[config.mk]
export PLATFORM = sky130hd
export DESIGN_NAME = pwrup_seq
export DESIGN_NICKNAME = d
export VERILOG_FILES = /design/src/rtl/pus_pkg.sv /design/src/rtl/pus_fsm.sv /design/src/rtl/pus_ramp.sv /design/src/rtl/pus_outmap.sv /design/src/rtl/pwrup_seq.sv
export SDC_FILE = /design/constraint.sdc
export NUM_CORES = 1
export LEC_CHECK = 0
export ABC_AREA = 1
export ABC_CLOCK_PERIOD_IN_PS = 2200
export BUFFER_PORTS_ARGS = -buffer_cell sky130_fd_sc_hd__buf_2
export CAP_MARGIN = 20
export CELL_PAD_IN_SITES_DETAIL_PLACEMENT = 0
export CELL_PAD_IN_SITES_GLOBAL_PLACEMENT = 1
export CORE_MARGIN = 1
export CORE_UTILIZATION = 37
export CTS_BUF_LIST = sky130_fd_sc_hd__clkbuf_16
export CTS_CLUSTER_DIAMETER = 100
export CTS_CLUSTER_SIZE = 12
export DETAILED_ROUTE_END_ITERATION = 10
export HOLD_SLACK_MARGIN = 0.03
export PLACE_DENSITY_LB_ADDON = 0.15
export SETUP_SLACK_MARGIN = 0.2
export SYNTH_ARGS = -nofsm -noshare
export SYNTH_HDL_FRONTEND = slang
export SYNTH_HIERARCHICAL = 1
export SYNTH_SLANG_ARGS = --single-unit
[constraint.sdc]
create_clock -name clk -period 2.2 [get_ports clk]
set_clock_uncertainty 0.15 [all_clocks]
set_input_delay 0.44 -clock clk [delete_from_list [all_inputs] [get_ports clk]]
set_output_delay 0.44 -clock clk [all_outputs]
set_load 0.05 [all_outputs]
[src/rtl/pus_pkg.sv]
package pus_pkg;

  typedef enum logic [1:0] {
    PUS_OFF  = 2'd0,
    PUS_RAMP = 2'd1,
    PUS_RUN  = 2'd2
  } pus_state_e;

  // One ramp step, saturating at the target code.
  function automatic logic [31:0] pus_step(input logic [31:0] lvl,
                                           input logic [31:0] step,
                                           input logic [31:0] target);
    logic [31:0] nxt;
    nxt = lvl + step;
    if (nxt >= target) nxt = target;
    return nxt;
  endfunction

  // The step about to be taken lands on the target.
  function automatic logic pus_is_last(input logic [31:0] lvl,
                                       input logic [31:0] step,
                                       input logic [31:0] target);
    return (lvl + step) >= target;
  endfunction

endpackage

[src/rtl/pus_fsm.sv]
module pus_fsm
  import pus_pkg::*;
(
  input  logic       clk,
  input  logic       rst_n,
  input  logic       clk_ok,
  input  logic       last_step,
  output pus_state_e state_q
);

  pus_state_e state_d;

  always_comb begin
    state_d = state_q;
    if (!clk_ok) begin
      state_d = PUS_OFF;
    end else begin
      unique case (state_q)
        PUS_OFF:  state_d = PUS_RAMP;
        PUS_RAMP: if (last_step) state_d = PUS_RUN;
        PUS_RUN:  state_d = PUS_RUN;
        default:  state_d = PUS_OFF;
      endcase
    end
  end

  always_ff @(posedge clk or negedge rst_n) begin
    if (!rst_n) state_q <= PUS_OFF;
    else        state_q <= state_d;
  end

  // clock loss forces power-down on the next edge
  a_r7_loss_to_off: assert property (@(posedge clk) disable iff (!rst_n)
    !clk_ok |=> state_q == PUS_OFF);

  // valid clocks in power-down start the ramp
  a_r3_wake: assert property (@(posedge clk) disable iff (!rst_n)
    (state_q == PUS_OFF && clk_ok) |=> state_q == PUS_RAMP);

  // final ramp step enters run
  a_r5_done_to_run: assert property (@(posedge clk) disable iff (!rst_n)
    (state_q == PUS_RAMP && clk_ok && last_step) |=> state_q == PUS_RUN);

  // run is left only through clock loss
  a_r6_run_sticky: assert property (@(posedge clk) disable iff (!rst_n)
    (state_q == PUS_RUN && clk_ok) |=> state_q == PUS_RUN);

endmodule

[src/rtl/pus_ramp.sv]
module pus_ramp
  import pus_pkg::*;
#(
  parameter int unsigned LVL_W  = 16,
  parameter int unsigned STEP   = 64,
  parameter int unsigned TARGET = 32768
) (
  input  logic             clk,
  input  logic             rst_n,
  input  logic             clk_ok,
  input  logic             tick,
  input  pus_state_e       state,
  output logic [LVL_W-1:0] lvl_q,
  output logic             last_step
);

  logic             step_now;
  logic [LVL_W-1:0] lvl_d;

  assign step_now  = clk_ok && tick && (state == PUS_RAMP);
  assign last_step = step_now && pus_is_last(32'(lvl_q), 32'(STEP), 32'(TARGET));

  always_comb begin
    lvl_d = lvl_q;
    if (!clk_ok)       lvl_d = '0;
    else if (step_now) lvl_d = LVL_W'(pus_step(32'(lvl_q), 32'(STEP), 32'(TARGET)));
  end

  always_ff @(posedge clk or negedge rst_n) begin
    if (!rst_n) lvl_q <= '0;
    else        lvl_q <= lvl_d;
  end

  // each ticked step adds exactly one increment
  a_r4_step_size: assert property (@(posedge clk) disable iff (!rst_n)
    step_now |=> (32'(lvl_q) - 32'($past(lvl_q))) == 32'(STEP));

  // no tick, no movement while ramping
  a_r4_hold: assert property (@(posedge clk) disable iff (!rst_n)
    (state == PUS_RAMP && clk_ok && !tick) |=> $stable(lvl_q));

  // clock loss zeroes the level
  a_r7_level_zero: assert property (@(posedge clk) disable iff (!rst_n)
    !clk_ok |=> lvl_q == '0);

endmodule

[src/rtl/pus_outmap.sv]
module pus_outmap
  import pus_pkg::*;
(
  input  pus_state_e state,
  output logic       clamp_en,
  output logic       dp_en,
  output logic [1:0] state_code
);

  assign clamp_en   = (state == PUS_OFF);
  assign dp_en      = (state == PUS_RUN);
  assign state_code = state;

  // datapath and clamp are never on together
  a_r8_exclusive: assert final (!(clamp_en && dp_en));

endmodule

[src/rtl/pwrup_seq.sv]
module pwrup_seq
  import pus_pkg::*;
#(
  parameter int unsigned LVL_W = 16,
  parameter int unsigned STEP  = 64
) (
  input  logic             clk,
  input  logic             rst_n,
  input  logic             clk_ok,
  input  logic             tick,
  output logic             clamp_en,
  output logic [LVL_W-1:0] ramp_lvl,
  output logic             dp_en,
  output logic [1:0]       state_o
);

  localparam int unsigned TARGET = 1 << (LVL_W - 1);

  pus_state_e state;
  logic       last_step;

  pus_fsm u_fsm (
    .clk       (clk),
    .rst_n     (rst_n),
    .clk_ok    (clk_ok),
    .last_step (last_step),
    .state_q   (state)
  );

  pus_ramp #(
    .LVL_W  (LVL_W),
    .STEP   (STEP),
    .TARGET (TARGET)
  ) u_ramp (
    .clk       (clk),
    .rst_n     (rst_n),
    .clk_ok    (clk_ok),
    .tick      (tick),
    .state     (state),
    .lvl_q     (ramp_lvl),
    .last_step (last_step)
  );

  pus_outmap u_map (
    .state      (state),
    .clamp_en   (clamp_en),
    .dp_en      (dp_en),
    .state_code (state_o)
  );

  // clamped output carries zero level
  a_r2_clamp_zero: assert property (@(posedge clk) disable iff (!rst_n)
    clamp_en |-> ramp_lvl == '0);

  // run state sits at midscale
  a_r6_run_full: assert property (@(posedge clk) disable iff (!rst_n)
    dp_en |-> 32'(ramp_lvl) == 32'(TARGET));

  // the unused state code never appears
  a_r8_no_code3: assert property (@(posedge clk) disable iff (!rst_n)
    state_o != 2'd3);

  // level never exceeds midscale
  a_r5_ceiling: assert property (@(posedge clk) disable iff (!rst_n)
    32'(ramp_lvl) <= 32'(TARGET));

endmodule

==> summary.txt <==
status: completed
Max H-tree Level: 1
post-CTS sizing: 0
Die Ht: 51.3 um
Area after DPL: 978 um2
# diodes: 0
grt peak-use layer: met2
Worst Path Required: 1.61 ns
commonest cells after routing, fill and taps aside: nand2_1, buf_2, inv_1
Clk pwr share: 33.7%
commonest non-fill, non-tap cell in the layout: nand2_1
clock buffer depth: 2
CTS Root Cell: clkbuf_16
Post-synth ARST share: 100%
IO Pins: 24
Starting Density: 39.9%
All-Layer GR Usage: 15.5%
DIE AREA: 2630 um2
post-DR vias/cell: 4.60
Die X-Extent: 51.3 um
global placer's final weighted congestion: 0.757
largest net degree at the start of global routing: 13
Switch Pwr: 0.401 mW
wire per inst: 11.2 um
antenna viol nets, final: 0
CTS clock-pin slew for the worst setup and hold paths: 0.04 ns
vias in the first global route: 679
dpl ws: 0.471 ns
Comb pwr share: 36.2%
Final Hold Fails: 0
Tightest Hold Check Type: reg2reg
number of setup violations in the final report: 0
first-pass GRT wire length: 2950 um
Synth warnings: 6
Yosys reg bits: 12
crit path max fanout: 7
LEAKAGE: 0.556 nW
total core area: 2250 um2
Tcrit/Tclk final: 80.2%
CP arrival: 1.17 ns
Final WS setup: 0.435 ns
clk_lat worst skew: 0.24 ns
EDFF count, synth: 0
fin area: 1060 um2
switching share of power: 41.8%
Residual DRC: 0
FMAX: 567 MHz
maxcap violations: 0
Syn Area/Cell: 8.03 um2
Synth cell types: 24
CTS tree: yes
power density over the cells: 903 nW/um2
Inst Count DP: 154
initial antenna violation count: 0
final total power: 0.960 mW
met3 Use GR: 4.46%
GR Util met1: 17.4%
critical path class: reg2out
Top FF cell, synth: dfrtp_1
Netlist Area Pre-Place: 900 um2
worst hold margin: 0.396 ns
Post-Syn Instances: 112
VDD IR-drop max: 0.000647 V
PortBufs: 17
grt total ovfl: 0
fin util: 47.2%
Row Count: 17
RSZ-0062 raised after global routing: false
via count: 727
HPWL after detailed placement: 1370 um
Worst setup EP type: primary output
drt total wl: 1770 um
Period minus WS final: 1.76 ns
fin. max-slew vios: 0
Initial DRT Pass Iterations: 5
Iteration-0 DRC Markers: 8
internal power: 0.559 mW
Non-Filler Instances: 158
GR Util met2: 27.2%
share of layout cells above drive strength 1: 32.3%
Layout area overhead: 18.2%
Nets: 140
clock buffer count from CTS: 3
Setup Fix Bufs, Post-CTS: 0
sequential area share after synthesis: 33.4%
Reg power frac: 30.1%
setup TNS: 0 ns
clock sink count: 12
CP Launch Type: flop
==> power groups by stage <==
stage	sequential, mW	combinational, mW	clock, mW
floorplan	0.303	0.290	0
global placement	0.292	0.348	0
detailed placement	0.293	0.350	0
CTS	0.291	0.352	0.336
global route	0.294	0.374	0.343
finish	0.289	0.348	0.324
==> path summary, 6_finish.rpt <==
check | startpoint | endpoint | slack (ns) | cells after the start
max in group asynchronous | rst_n | u_ramp/lvl_q[10] | 1.22 | 2
worst max-delay path | u_fsm/state_q[1] | dp_en | 0.44 | 3
worst min register to register | u_ramp/lvl_q[14] | u_ramp/lvl_q[14] | 0.40 | 2
worst max register to register | u_ramp/lvl_q[6] | u_fsm/state_q[1] | 0.46 | 11
min in group asynchronous | rst_n | u_ramp/lvl_q[13] | 0.46 | 2
worst min-delay path | u_ramp/lvl_q[14] | u_ramp/lvl_q[14] | 0.40 | 2
==> routing by layer <==
layer | part of all wire, % | vias up
met5 | 0 | -
met4 | 0.79 | 0
met3 | 4.2 | 2
met2 | 50 | 17
met1 | 45 | 328
li1 | - | 380
==> cell usage after synthesis, drive strengths merged (2+ instances only) <==
cell type | number | share of area [%]
dfrtp | 12 | 33
o21ai | 5 | 3.2
a21oi | 6 | 5.0
nand4 | 5 | 3.5
buf | 9 | 7.5
nand2 | 34 | 17
nand3 | 7 | 6.4
ha | 4 | 5.6
inv | 14 | 5.8
nor2 | 10 | 7.0
xor2 | 2 | 1.9
==> sequential cells by signal, summed over array words and instances (netlist names) <==
name and count:
u_fsm/state_q 2, u_ramp/lvl_q 10
==> final cells by class <==
class / instances / area [um2]
fill: 246 / 1190
multi-input combinational: 82 / 498
sequential: 12 / 300
timing repair buffer: 19 / 103
clock buffer: 3 / 75.1
inverter: 14 / 52.6
tap: 28 / 35.0
==> critical path, cell delays in order, from the launching register on <==
cell     delay, ns
dfrtp_1       0.51
inv_1         0.10
nor2_2        0.08
buf_2         0.26
==> cells by family after synthesis <==
kind of cell             synth area share, %
AO/OA/AOI/OAI                           9.74
buffers and inverters                   13.4
XOR/XNOR                                1.95
AND/OR/NAND/NOR                         35.6
adder cells (fa/ha/maj)                 5.56
other                                  0.417
flip-flops                              33.4
==> what timing repair did <==
action | in CTS | in global routing
endpoints found under the setup margin | 0 | 0
endpoints found under the hold margin | 12 | 0
hold buffers | 1 | 0
(Power assumes the default switching activity.)
